File: config.mk
export PLATFORM = sky130hd
export DESIGN_NAME = opnd_bus_seq
export DESIGN_NICKNAME = d
export VERILOG_FILES = /design/src/rtl/opnd_bus_seq.sv
export SDC_FILE = /design/constraint.sdc
export NUM_CORES = 1
export LEC_CHECK = 0
export BUFFER_PORTS_ARGS = -buffer_cell sky130_fd_sc_hd__buf_2
export CELL_PAD_IN_SITES_DETAIL_PLACEMENT = 1
export CELL_PAD_IN_SITES_GLOBAL_PLACEMENT = 2
export CORE_AREA = 2 2 129 131
export DETAILED_ROUTE_END_ITERATION = 8
export DIE_AREA = 0 0 131 133
export GPL_TIMING_DRIVEN = 0
export PLACE_DENSITY = 0.84
export SYNTH_ARGS = -nofsm -noshare
export SYNTH_HDL_FRONTEND = slang
export SYNTH_SLANG_ARGS = --single-unit
File: constraint.sdc
create_clock -name clk -period 2.1 [get_ports clk]
set_input_delay 0.315 -clock clk [delete_from_list [all_inputs] [get_ports clk]]
set_output_delay 0.315 -clock clk [all_outputs]
set_load 0.03 [all_outputs]
File: src/rtl/opnd_bus_seq.sv
module opnd_bus_seq #(
  parameter int AW = 24
) (
  input  logic          clk,
  input  logic          rst_n,
  input  logic          req_valid,
  input  logic [AW-1:0] req_addr,
  input  logic [1:0]    req_size,
  input  logic          req_write,
  input  logic [31:0]   req_wdata,
  output logic          ready,
  output logic          bus_cyc,
  output logic [AW-1:0] bus_addr,
  output logic [1:0]    bus_siz,
  output logic          bus_write,
  output logic [15:0]   bus_wdata,
  input  logic [15:0]   bus_rdata,
  input  logic          bus_ack,
  output logic          done,
  output logic [31:0]   rdata,
  output logic          addr_err
);

  localparam logic [1:0] SZ_BYTE = 2'b00;
  localparam logic [1:0] SZ_LONG = 2'b10;

  logic          busy, second, we_q, done_q, err_q;
  logic [AW-1:0] a_q;
  logic [1:0]    sz_q;
  logic [31:0]   wd_q, rd_q;

  wire take     = req_valid && !busy;
  wire misalign = (req_size != SZ_BYTE) && req_addr[0];
  wire is_byte  = (sz_q == SZ_BYTE);
  wire long_hi  = (sz_q == SZ_LONG) && !second;

  always_ff @(posedge clk or negedge rst_n) begin
    if (!rst_n) begin
      busy   <= 1'b0;
      second <= 1'b0;
      we_q   <= 1'b0;
      a_q    <= '0;
      sz_q   <= SZ_BYTE;
      wd_q   <= '0;
      rd_q   <= '0;
      done_q <= 1'b0;
      err_q  <= 1'b0;
    end else begin
      done_q <= 1'b0;
      err_q  <= 1'b0;
      if (take) begin
        if (misalign) begin
          err_q <= 1'b1;
        end else begin
          busy   <= 1'b1;
          second <= 1'b0;
          a_q    <= req_addr;
          sz_q   <= req_size;
          we_q   <= req_write;
          wd_q   <= req_wdata;
        end
      end else if (busy && bus_ack) begin
        if (!we_q) begin
          if (is_byte)
            rd_q <= {24'h0, a_q[0] ? bus_rdata[7:0] : bus_rdata[15:8]};
          else if (long_hi)
            rd_q[31:16] <= bus_rdata;
          else if (sz_q == SZ_LONG)
            rd_q[15:0] <= bus_rdata;
          else
            rd_q <= {16'h0, bus_rdata};
        end
        if (long_hi) begin
          second <= 1'b1;
          a_q    <= a_q + AW'(2);
        end else begin
          busy   <= 1'b0;
          done_q <= 1'b1;
        end
      end
    end
  end

  assign ready     = !busy;
  assign bus_cyc   = busy;
  assign bus_addr  = a_q;
  assign bus_write = we_q;
  assign bus_siz   = is_byte ? 2'b01 : (long_hi ? 2'b00 : 2'b10);
  assign bus_wdata = is_byte ? {wd_q[7:0], wd_q[7:0]} : (long_hi ? wd_q[31:16] : wd_q[15:0]);
  assign done      = done_q;
  assign rdata     = rd_q;
  assign addr_err  = err_q;

  p_misalign_no_cycle_r2: assert property (@(posedge clk) disable iff (!rst_n)
    (req_valid && ready && (req_size != 2'b00) && req_addr[0]) |=> (addr_err && !bus_cyc))
    else $error("p_misalign_no_cycle_r2");

  p_even_wide_r4: assert property (@(posedge clk) disable iff (!rst_n)
    (bus_cyc && bus_siz != 2'b01) |-> !bus_addr[0])
    else $error("p_even_wide_r4");

  p_long_second_r5: assert property (@(posedge clk) disable iff (!rst_n)
    (bus_cyc && bus_ack && bus_siz == 2'b00) |=>
      (bus_cyc && bus_siz == 2'b10 && (bus_addr - $past(bus_addr)) == AW'(2)))
    else $error("p_long_second_r5");

  p_hold_r8: assert property (@(posedge clk) disable iff (!rst_n)
    (bus_cyc && !bus_ack) |=>
      (bus_cyc && $stable(bus_addr) && $stable(bus_siz) && $stable(bus_wdata)))
    else $error("p_hold_r8");

  p_done_after_ack_r9: assert property (@(posedge clk) disable iff (!rst_n)
    done |-> $past(bus_cyc && bus_ack))
    else $error("p_done_after_ack_r9");

  p_done_pulse_r9: assert property (@(posedge clk) disable iff (!rst_n)
    done |=> !done)
    else $error("p_done_pulse_r9");

endmodule

==> metrics.txt, run 1 <==
# TYPE chip_impl_metric gauge
chip_impl_info{name="run_status",value="finished clean"} 1
chip_impl_metric{name="multi_input_comb_area",unit="um2"} 2120
chip_impl_info{name="timing.critical_path.from_type",value="flip-flop"} 1
chip_impl_metric{name="max_capacitance_violation_total",unit=""} 0
chip_impl_info{name="main_synth_ff_type",value="sky130_fd_sc_hd__dfrtp_1"} 1
chip_impl_info{name="unrepaired_setup_endpoints_after_global_routing",value="no"} 1
chip_impl_metric{name="port_buffers",unit=""} 156
chip_impl_metric{name="setup-violations-final",unit=""} 0
chip_impl_metric{name="synth-compound-area-share",unit="%"} 16.4
chip_impl_metric{name="netlist_area",unit="um2"} 4600
chip_impl_metric{name="htree_num_levels",unit=""} 3
chip_impl_metric{name="part_of_the_total_power_dissipated_in_sequential_elements",unit="%"} 31.8
chip_impl_metric{name="die_width",unit="um"} 131
chip_impl_metric{name="die_area",unit="um2"} 17400
chip_impl_info{name="setup.worst_path.end_class",value="output port"} 1
chip_impl_metric{name="fin_crit_sh",unit="%"} 96.5
chip_impl_metric{name="antenna_found_initial",unit=""} 2
chip_impl_metric{name="leakagePower",unit="uW"} 0.00310
chip_impl_metric{name="max-slew-margin-rel",unit="%"} 42.0
chip_impl_metric{name="detail_route.wirelength",unit="um"} 16300
chip_impl_metric{name="timing.final.crit_period",unit="ns"} 2.03
chip_impl_metric{name="worst_setup_hold_path_clk_slew",unit="ns"} 0.07
chip_impl_info{name="busiest_layer",value="met2"} 1
chip_impl_metric{name="grtUsageMet3",unit="%"} 3.56
chip_impl_metric{name="arrival",unit="ns"} 1.71
chip_impl_metric{name="synth-adder-area-share",unit="%"} 0.272
chip_impl_metric{name="power.internal",unit="uW"} 5450
chip_impl_metric{name="combinational_cell_fraction_of_total_power",unit="%"} 51.1
chip_impl_metric{name="ant_nets",unit=""} 0
chip_impl_metric{name="wire_length_of_the_first_global_routing_pass",unit="um"} 26100
chip_impl_metric{name="worst_clock_skew",unit="ns"} 0.0124
chip_impl_metric{name="fraction_of_power_consumed_by_the_clock_network",unit="%"} 17.2
chip_impl_metric{name="syn_inst",unit=""} 516
chip_impl_metric{name="detailed_place.area",unit="um2"} 5680
chip_impl_metric{name="drive_gt1_share",unit="%"} 30.7
chip_impl_info{name="synth_top_family_by_area",value="simple AND/OR/NAND/NOR gates"} 1
chip_impl_metric{name="synth_cell_types",unit=""} 58
chip_impl_metric{name="yosysWarningCount",unit=""} 0
chip_impl_metric{name="ios",unit=""} 158
chip_impl_metric{name="vias_in_the_first_global_route",unit=""} 4878
chip_impl_metric{name="globalRoute.totalOverflow",unit=""} 0
chip_impl_metric{name="gpl_congestion",unit=""} 0.841
chip_impl_metric{name="cts_buffer_depth",unit=""} 2
chip_impl_info{name="cts_tree",value="done"} 1
chip_impl_metric{name="final_hpwl_from_detailed_placement",unit="um"} 12000
chip_impl_metric{name="vdd_ir_drop_max",unit="V"} 0.000936
chip_impl_metric{name="crit_path_max_fanout",unit=""} 10
chip_impl_metric{name="cts_inserted_buffers",unit=""} 9
chip_impl_metric{name="synthMuxAreaShare",unit="%"} 1.74
chip_impl_metric{name="cts_sinks",unit=""} 95
chip_impl_info{name="cts.root.buffer_cell",value="sky130_fd_sc_hd__clkbuf_16"} 1
chip_impl_metric{name="grt.met1_usage",unit="%"} 26.0
chip_impl_metric{name="first_iter_violations",unit=""} 141
chip_impl_metric{name="met2_usage",unit="%"} 31.3
chip_impl_metric{name="slew_viol_final",unit=""} 0
chip_impl_metric{name="synth_edf_count",unit=""} 0
chip_impl_metric{name="synth-async-reset-ratio",unit="%"} 100
chip_impl_metric{name="synth_seq_cells",unit=""} 95
chip_impl_metric{name="synth_xor_area_share",unit="%"} 0
chip_impl_metric{name="powerDensity",unit="nW/um2"} 1750
chip_impl_metric{name="fin_worst_hold_slack",unit="ns"} 0.159
chip_impl_metric{name="floorplan.die.height",unit="um"} 133
chip_impl_metric{name="worst_pin_slew",unit="ns"} 0.864
chip_impl_info{name="hp-class",value="input port to flip-flop"} 1
chip_impl_metric{name="synthSimpleGateAreaFrac",unit="%"} 26.7
chip_impl_metric{name="start_util",unit="%"} 28.4
chip_impl_info{name="criticalPathCategory",value="flip-flop to output port"} 1
chip_impl_metric{name="critical_path_required",unit="ns"} 1.78
chip_impl_metric{name="grt_start_max_net_pins",unit=""} 51
chip_impl_metric{name="flow.area_growth_from_synthesis",unit="%"} 33.3
chip_impl_metric{name="route.vias.total",unit=""} 4590
chip_impl_metric{name="filler_cell_count",unit=""} 1945
chip_impl_metric{name="layout.cell_area.non_filler",unit="um2"} 6120
chip_impl_metric{name="placeableCoreArea",unit="um2"} 16200
chip_impl_metric{name="drt_wl_cell",unit="um"} 17.8
chip_impl_metric{name="area.sequential",unit="um2"} 2380
chip_impl_metric{name="hold_violations",unit=""} 0
chip_impl_metric{name="fmax_achieved",unit="MHz"} 493
chip_impl_metric{name="p_sw_share",unit="%"} 49.1
chip_impl_metric{name="std_cell_rows",unit=""} 47
chip_impl_metric{name="avgSynthCellArea",unit="um2"} 8.91
chip_impl_metric{name="worstSkewPairLatency",unit="ns"} 0.35
chip_impl_metric{name="drt_pre_antenna_iters",unit=""} 4
chip_impl_metric{name="synth_nets",unit=""} 596
chip_impl_metric{name="netSwitchingPower",unit="uW"} 5270
chip_impl_metric{name="vias_per_cell",unit=""} 5.01
chip_impl_metric{name="num-nets-final",unit=""} 769
chip_impl_metric{name="synth.yosys.seq_area_share",unit="%"} 51.7
chip_impl_metric{name="drc_errors",unit=""} 0
chip_impl_metric{name="grt.total_usage",unit="%"} 19.2
worst paths after layout:
path | startpoint | to | slack, ns | cells past startpoint
worst max-delay path | sz_q[0] | bus_wdata[4] | 0.07 | 5
worst min-delay path | req_wdata[0] | wd_q[0] | 0.16 | 3
worst max register to register | sz_q[0] | rdata[1] | 0.11 | 6
worst min register to register | wd_q[22] | wd_q[22] | 0.48 | 2
max in group asynchronous | rst_n | second | 0.88 | 3
min in group asynchronous | rst_n | wd_q[15] | 0.53 | 2
final cells by class:
| type | count | area share, % |
|---|---|---|
| buffer | 29 | 2.27 |
| clock inverter | 5 | 1.41 |
| multi-input combinational | 388 | 34.5 |
| clock buffer | 11 | 3.96 |
| antenna | 2 | 0.0817 |
| inverter | 4 | 0.368 |
| timing repair buffer | 162 | 14.0 |
| tap | 220 | 4.49 |
| sequential | 95 | 38.9 |
through the flow:
step	worst slack, ns	util [%]	power (uW)	setup TNS, ns	std cells
after floorplan	0.0199	-	6860	0	516
after global routing	0.000699	37.8	11500	0	914
final	0.0728	37.9	10700	0	916
after global placement	-0.329	34.9	8530	-33.32	892
after CTS	0.0117	37.5	10700	0	911
after detailed placement	-0.202	35.1	8720	-5.17	893
worst max-delay path: stages (launching register included):
cell and delay [ns]:
sky130_fd_sc_hd__dfrtp_2 0.43, sky130_fd_sc_hd__or3b_4 0.45, sky130_fd_sc_hd__buf_6 0.16, sky130_fd_sc_hd__nand2_1 0.07, sky130_fd_sc_hd__nand2_1 0.07, sky130_fd_sc_hd__buf_2 0.18
placed cells by master (no fill, tap or decap), types with 4 or more instances in the layout:
cell,netlist,routed
sky130_fd_sc_hd__mux2i_1,8,8
sky130_fd_sc_hd__buf_2,13,164
sky130_fd_sc_hd__nand2_1,188,188
sky130_fd_sc_hd__and3_1,5,5
sky130_fd_sc_hd__o22ai_1,4,4
sky130_fd_sc_hd__o21ai_0,25,25
sky130_fd_sc_hd__a311oi_1,7,7
sky130_fd_sc_hd__nor3_1,6,6
sky130_fd_sc_hd__clkbuf_1,16,13
sky130_fd_sc_hd__nand4b_1,5,5
sky130_fd_sc_hd__nand4_1,10,10
sky130_fd_sc_hd__clkbuf_16,0,9
sky130_fd_sc_hd__dfrtp_1,95,93
sky130_fd_sc_hd__nor2_1,19,17
sky130_fd_sc_hd__buf_4,1,8
sky130_fd_sc_hd__nand3_1,11,11
sky130_fd_sc_hd__a22oi_1,10,10
sky130_fd_sc_hd__a21oi_1,21,21
sky130_fd_sc_hd__a22o_1,17,17
what timing repair did:
item | in CTS | in global routing
gates resized for setup | 10 | 19
setup endpoints to repair | 29 | 49
pin swaps | 2 | 1
hold buffers | 1 | 0
gates cloned | 1 | 0
endpoints found under the hold margin | 11 | 0
setup buffers | 1 | 3
state kept, by name, indices dropped and copies added, names as in the netlist:
register	cells
rdata	32
addr_err	1
done	1
bus_write	1
wd_q	32
bus_addr	24
bus_cyc	1
second	1
sz_q	2
cells in the mapped netlist, drive strengths merged (4+ instances only):
| master | number | area, um2 |
|---|---|---|
| a21oi | 21 | 105 |
| a22o | 17 | 149 |
| nand4b | 5 | 43.8 |
| and2 | 4 | 25.0 |
| a311oi | 7 | 61.3 |
| mux2i | 8 | 80.1 |
| clkbuf | 16 | 60.1 |
| o22ai | 5 | 37.5 |
| nand2 | 188 | 706 |
| dfrtp | 95 | 2380 |
| nand3 | 12 | 72.6 |
| buf | 14 | 72.6 |
| nand4 | 10 | 62.6 |
| and3 | 6 | 38.8 |
| a22oi | 10 | 75.1 |
| nor3 | 7 | 40.0 |
| nor2 | 20 | 77.6 |
| o21ai | 27 | 135 |
power by group through the flow:
stage / sequential, uW / combinational [uW] / clock [uW]
after CTS: 3400 / 5430 / 1900
after detailed placement: 3420 / 5300 / 0
final: 3410 / 5480 / 1840
after global placement: 3350 / 5180 / 0
after floorplan: 4230 / 2630 / 0
after global routing: 3510 / 5990 / 1960
logic make-up (layout without fill, tap and decap cells):
logic type,count (synthesis),in the layout
DFF,95,95
and+or+nand+nor,269,270
AOI/OAI and AO/OA,109,109
muxes,8,8
buffers and inverters,34,211
other,0,2
adders and majority gates,1,1
layer usage:
metal	share of wire, %	vias up
li1	-	2159
met1	45	2292
met2	49	132
met3	4.9	7
met4	0.77	0
met5	0	-
No activity file was read; power rests on OpenSTA's default activity.
==> run 2, diff against run 1 <==
ABC_AREA = 1   (was default)
CORE_AREA = 2 2 134 136   (was 2 2 129 131)
DIE_AREA = 0 0 136 138   (was 0 0 131 133)
PLACE_DENSITY = 0.85   (was 0.84)
==> run 2 against run 1 <==
Design area up 2.1%. Clock power shrank 9%. Sequential share of layout area decreased by 0.83 points. Sequential power barely moved. Via count is 3.8% higher. Die area increased by 7.7%. Non-clock buffer count down 4. Global-route usage fell by 1.2 points. Synthesized cell count rose by 24%. Sequential cell count did not move. Synthesized area rose by 4.2%.
==> metrics.txt, run 2 <==
# TYPE chip_impl_metric gauge
chip_impl_info{name="run_status",value="finished clean"} 1
chip_impl_metric{name="fin_crit_sh",unit="%"} 95.6
chip_impl_metric{name="detailed_place.area",unit="um2"} 5890
chip_impl_metric{name="drive_gt1_share",unit="%"} 27.1
chip_impl_metric{name="vdd_ir_drop_max",unit="V"} 0.000628
chip_impl_metric{name="first_iter_violations",unit=""} 172
chip_impl_metric{name="worstSkewPairLatency",unit="ns"} 0.36
chip_impl_metric{name="die_width",unit="um"} 136
chip_impl_info{name="hp-class",value="input port to flip-flop"} 1
chip_impl_info{name="setup.worst_path.end_class",value="output port"} 1
chip_impl_metric{name="syn_inst",unit=""} 638
chip_impl_metric{name="synth_edf_count",unit=""} 0
chip_impl_metric{name="start_util",unit="%"} 27.3
chip_impl_metric{name="worst_setup_hold_path_clk_slew",unit="ns"} 0.08
chip_impl_info{name="final_cell_mix",value="sky130_fd_sc_hd__nand2_1 (277), sky130_fd_sc_hd__buf_2 (164), sky130_fd_sc_hd__dfrtp_1 (94)"} 1
chip_impl_metric{name="netlist_area",unit="um2"} 4790
chip_impl_info{name="crit_path_cell_trace",value="inv_1 -> nor2_4 -> nand2_4 -> clkinvlp_4 -> buf_4 -> nand2_1 -> nand3_1 -> clkbuf_4"} 1
chip_impl_metric{name="antenna_cells",unit=""} 0
chip_impl_metric{name="std_cell_rows",unit=""} 49
chip_impl_info{name="synthTopCellsByCount",value="sky130_fd_sc_hd__nand2_1 (278), sky130_fd_sc_hd__dfrtp_1 (95), sky130_fd_sc_hd__nor2_1 (57), sky130_fd_sc_hd__o21ai_0 (44)"} 1
chip_impl_metric{name="antenna_found_initial",unit=""} 0
chip_impl_metric{name="gpl_congestion",unit=""} 0.790
chip_impl_metric{name="avgSynthCellArea",unit="um2"} 7.51
chip_impl_metric{name="synth_seq_cells",unit=""} 95
chip_impl_metric{name="drt_pre_antenna_iters",unit=""} 4
chip_impl_metric{name="flow.area_growth_from_synthesis",unit="%"} 30.6
chip_impl_metric{name="timing.setup.tns",unit="ns"} 0
chip_impl_info{name="cts.root.buffer_cell",value="sky130_fd_sc_hd__clkbuf_16"} 1
chip_impl_metric{name="worst_reg_to_reg_setup_slack",unit="ns"} 0.38
chip_impl_metric{name="placed_cells_incl_taps",unit=""} 1025
chip_impl_metric{name="fmax_achieved",unit="MHz"} 498
chip_impl_metric{name="layout.cell_area.non_filler",unit="um2"} 6250
chip_impl_metric{name="wire_length_of_the_first_global_routing_pass",unit="um"} 26700
chip_impl_metric{name="synth_cell_types",unit=""} 31
chip_impl_metric{name="cts_buffer_depth",unit=""} 2
chip_impl_metric{name="leakagePower",unit="uW"} 0.00334
chip_impl_metric{name="ios",unit=""} 158
chip_impl_info{name="synth_area_leaders",value="sky130_fd_sc_hd__dfrtp_1 (50%), sky130_fd_sc_hd__nand2_1 (22%), sky130_fd_sc_hd__o21ai_0 (4.6%)"} 1
chip_impl_metric{name="synth.yosys.seq_area_share",unit="%"} 49.6
chip_impl_metric{name="port_buffers",unit=""} 157
chip_impl_info{name="layout.cells.most_common",value="sky130_fd_sc_hd__nand2_1"} 1
chip_impl_metric{name="die_area",unit="um2"} 18800
chip_impl_metric{name="placeableCoreArea",unit="um2"} 17500
chip_impl_metric{name="final_hpwl_from_detailed_placement",unit="um"} 12400
chip_impl_metric{name="vias_in_the_first_global_route",unit=""} 5076
chip_impl_metric{name="drc_errors",unit=""} 0
chip_impl_metric{name="slew_viol_final",unit=""} 0
chip_impl_metric{name="powerDensity",unit="nW/um2"} 1720
chip_impl_metric{name="worst_pin_slew",unit="ns"} 0.576
chip_impl_metric{name="multi_input_comb_area",unit="um2"} 2130
chip_impl_metric{name="ant_nets",unit=""} 0
chip_impl_metric{name="critical_path_required",unit="ns"} 1.78
chip_impl_info{name="main_synth_ff_type",value="sky130_fd_sc_hd__dfrtp_1"} 1
chip_impl_metric{name="grt_start_max_net_pins",unit=""} 58
chip_impl_info{name="timing.critical_path.from_type",value="flip-flop"} 1
chip_impl_metric{name="worst_clock_skew",unit="ns"} 0.00742
chip_impl_info{name="timing.critical_path.slowest_stage_cell",value="sky130_fd_sc_hd__dfrtp_1"} 1
chip_impl_metric{name="globalRoute.totalOverflow",unit=""} 0
chip_impl_metric{name="synth_nets",unit=""} 718
chip_impl_metric{name="floorplan.die.height",unit="um"} 138
chip_impl_metric{name="finalCoreUtilization",unit="%"} 35.7
chip_impl_info{name="synth_top_cell_by_area",value="sky130_fd_sc_hd__dfrtp_1"} 1
chip_impl_metric{name="hold_violations",unit=""} 0
chip_impl_metric{name="synth-async-reset-ratio",unit="%"} 100
chip_impl_metric{name="num-nets-final",unit=""} 891
chip_impl_metric{name="fin_cells",unit=""} 1045
chip_impl_info{name="cts_tree",value="done"} 1
chip_impl_metric{name="route.vias.total",unit=""} 4766
chip_impl_metric{name="htree_num_levels",unit=""} 3
chip_impl_metric{name="max_stage_delay",unit="ns"} 0.40
chip_impl_metric{name="max-slew-margin-rel",unit="%"} 61.6
chip_impl_metric{name="filler_cell_count",unit=""} 2256
chip_impl_metric{name="grt.total_usage",unit="%"} 18.0
chip_impl_info{name="criticalPathCategory",value="flip-flop to output port"} 1
chip_impl_metric{name="netlist.area_leader.share",unit="%"} 49.6
chip_impl_metric{name="crit_path_max_fanout",unit=""} 10
chip_impl_metric{name="yosysWarningCount",unit=""} 0
chip_impl_metric{name="cts_sinks",unit=""} 95
chip_impl_info{name="count_leader_synth",value="sky130_fd_sc_hd__nand2_1"} 1
chip_impl_metric{name="timing.final.crit_period",unit="ns"} 2.01
chip_impl_metric{name="detail_route.wirelength",unit="um"} 16400
chip_impl_metric{name="cts_inserted_buffers",unit=""} 9
chip_impl_metric{name="arrival",unit="ns"} 1.69
chip_impl_metric{name="setup-violations-final",unit=""} 0
chip_impl_metric{name="vias_per_cell",unit=""} 4.56
chip_impl_metric{name="max_capacitance_violation_total",unit=""} 0
chip_impl_metric{name="drt_wl_cell",unit="um"} 15.7
chip_impl_metric{name="area.sequential",unit="um2"} 2380
-- run 2: per-layer routing --
layer	GRT usage, %	vias up	wire length [um]
li1	-	2365	-
met2	29.4	118	7790
met3	2.57	21	715
met4	6.63	0	315
met5	0	-	0
met1	24.3	2262	7550
-- run 2: critical path: cells and delay by family (launching register included) --
family / cells / cell delay (ns)
and+or+nand+nor: 4 / 0.38
buffers and inverters: 4 / 0.55
DFF: 1 / 0.40
-- run 2: area by class of cell --
cell class                 count  share of cell area [%]
buffer                        25                    2.42
clock buffer                  10                    3.82
clock inverter                 6                   0.920
inverter                      41                    2.56
multi-input combinational    477                    34.1
sequential                    95                    38.0
tap                          229                    4.58
timing repair buffer         162                    13.6
-- run 2: cells by family after synthesis --
kind of cell,after synthesis,share of synthesized area (%)
simple gates,389,33.1
flops,95,49.6
compound gates,82,9.88
buf+inv,66,6.17
xor+xnor,5,0.915
fa+ha+maj,1,0.261
-- run 2: report_power, final --
part	internal [uW]	switching, uW
logic	1700	3930
clock network	867	815
registers	2700	742
total	5270	5490
-- run 2: through the flow --
step | hold slack (ns) | setup slack (ns) | power (uW)
finish | 0.146 | 0.0933 | 10800
global placement | 0.461 | -0.411 | 8940
floorplan | 0.0194 | 0.465 | 7140
detailed placement | 0.353 | 0.159 | 9060
global route | 0.153 | -0.0231 | 11600
CTS | 0.133 | 0.0277 | 10900
-- run 2: final timing paths --
check                              startpoint       endpoint  depth (start not counted)
worst min register to register       wd_q[20]       wd_q[20]                          2
worst min-delay path            req_wdata[11]       wd_q[11]                          3
worst max-delay path                  sz_q[1]  bus_wdata[13]                          8
worst max register to register        sz_q[1]    bus_addr[9]                          9
min in group asynchronous               rst_n       rdata[5]                          2
max in group asynchronous               rst_n       wd_q[20]                          3
-- run 2: repair_timing --
item / 4_1_cts / 5_1_grt
setup buffers: 2 / 1
resized for setup: 7 / 5
endpoints found under the hold margin: 38 / 0
endpoints found under the setup margin: 17 / 9
hold buffers: 1 / 0
pin swaps: 0 / 1
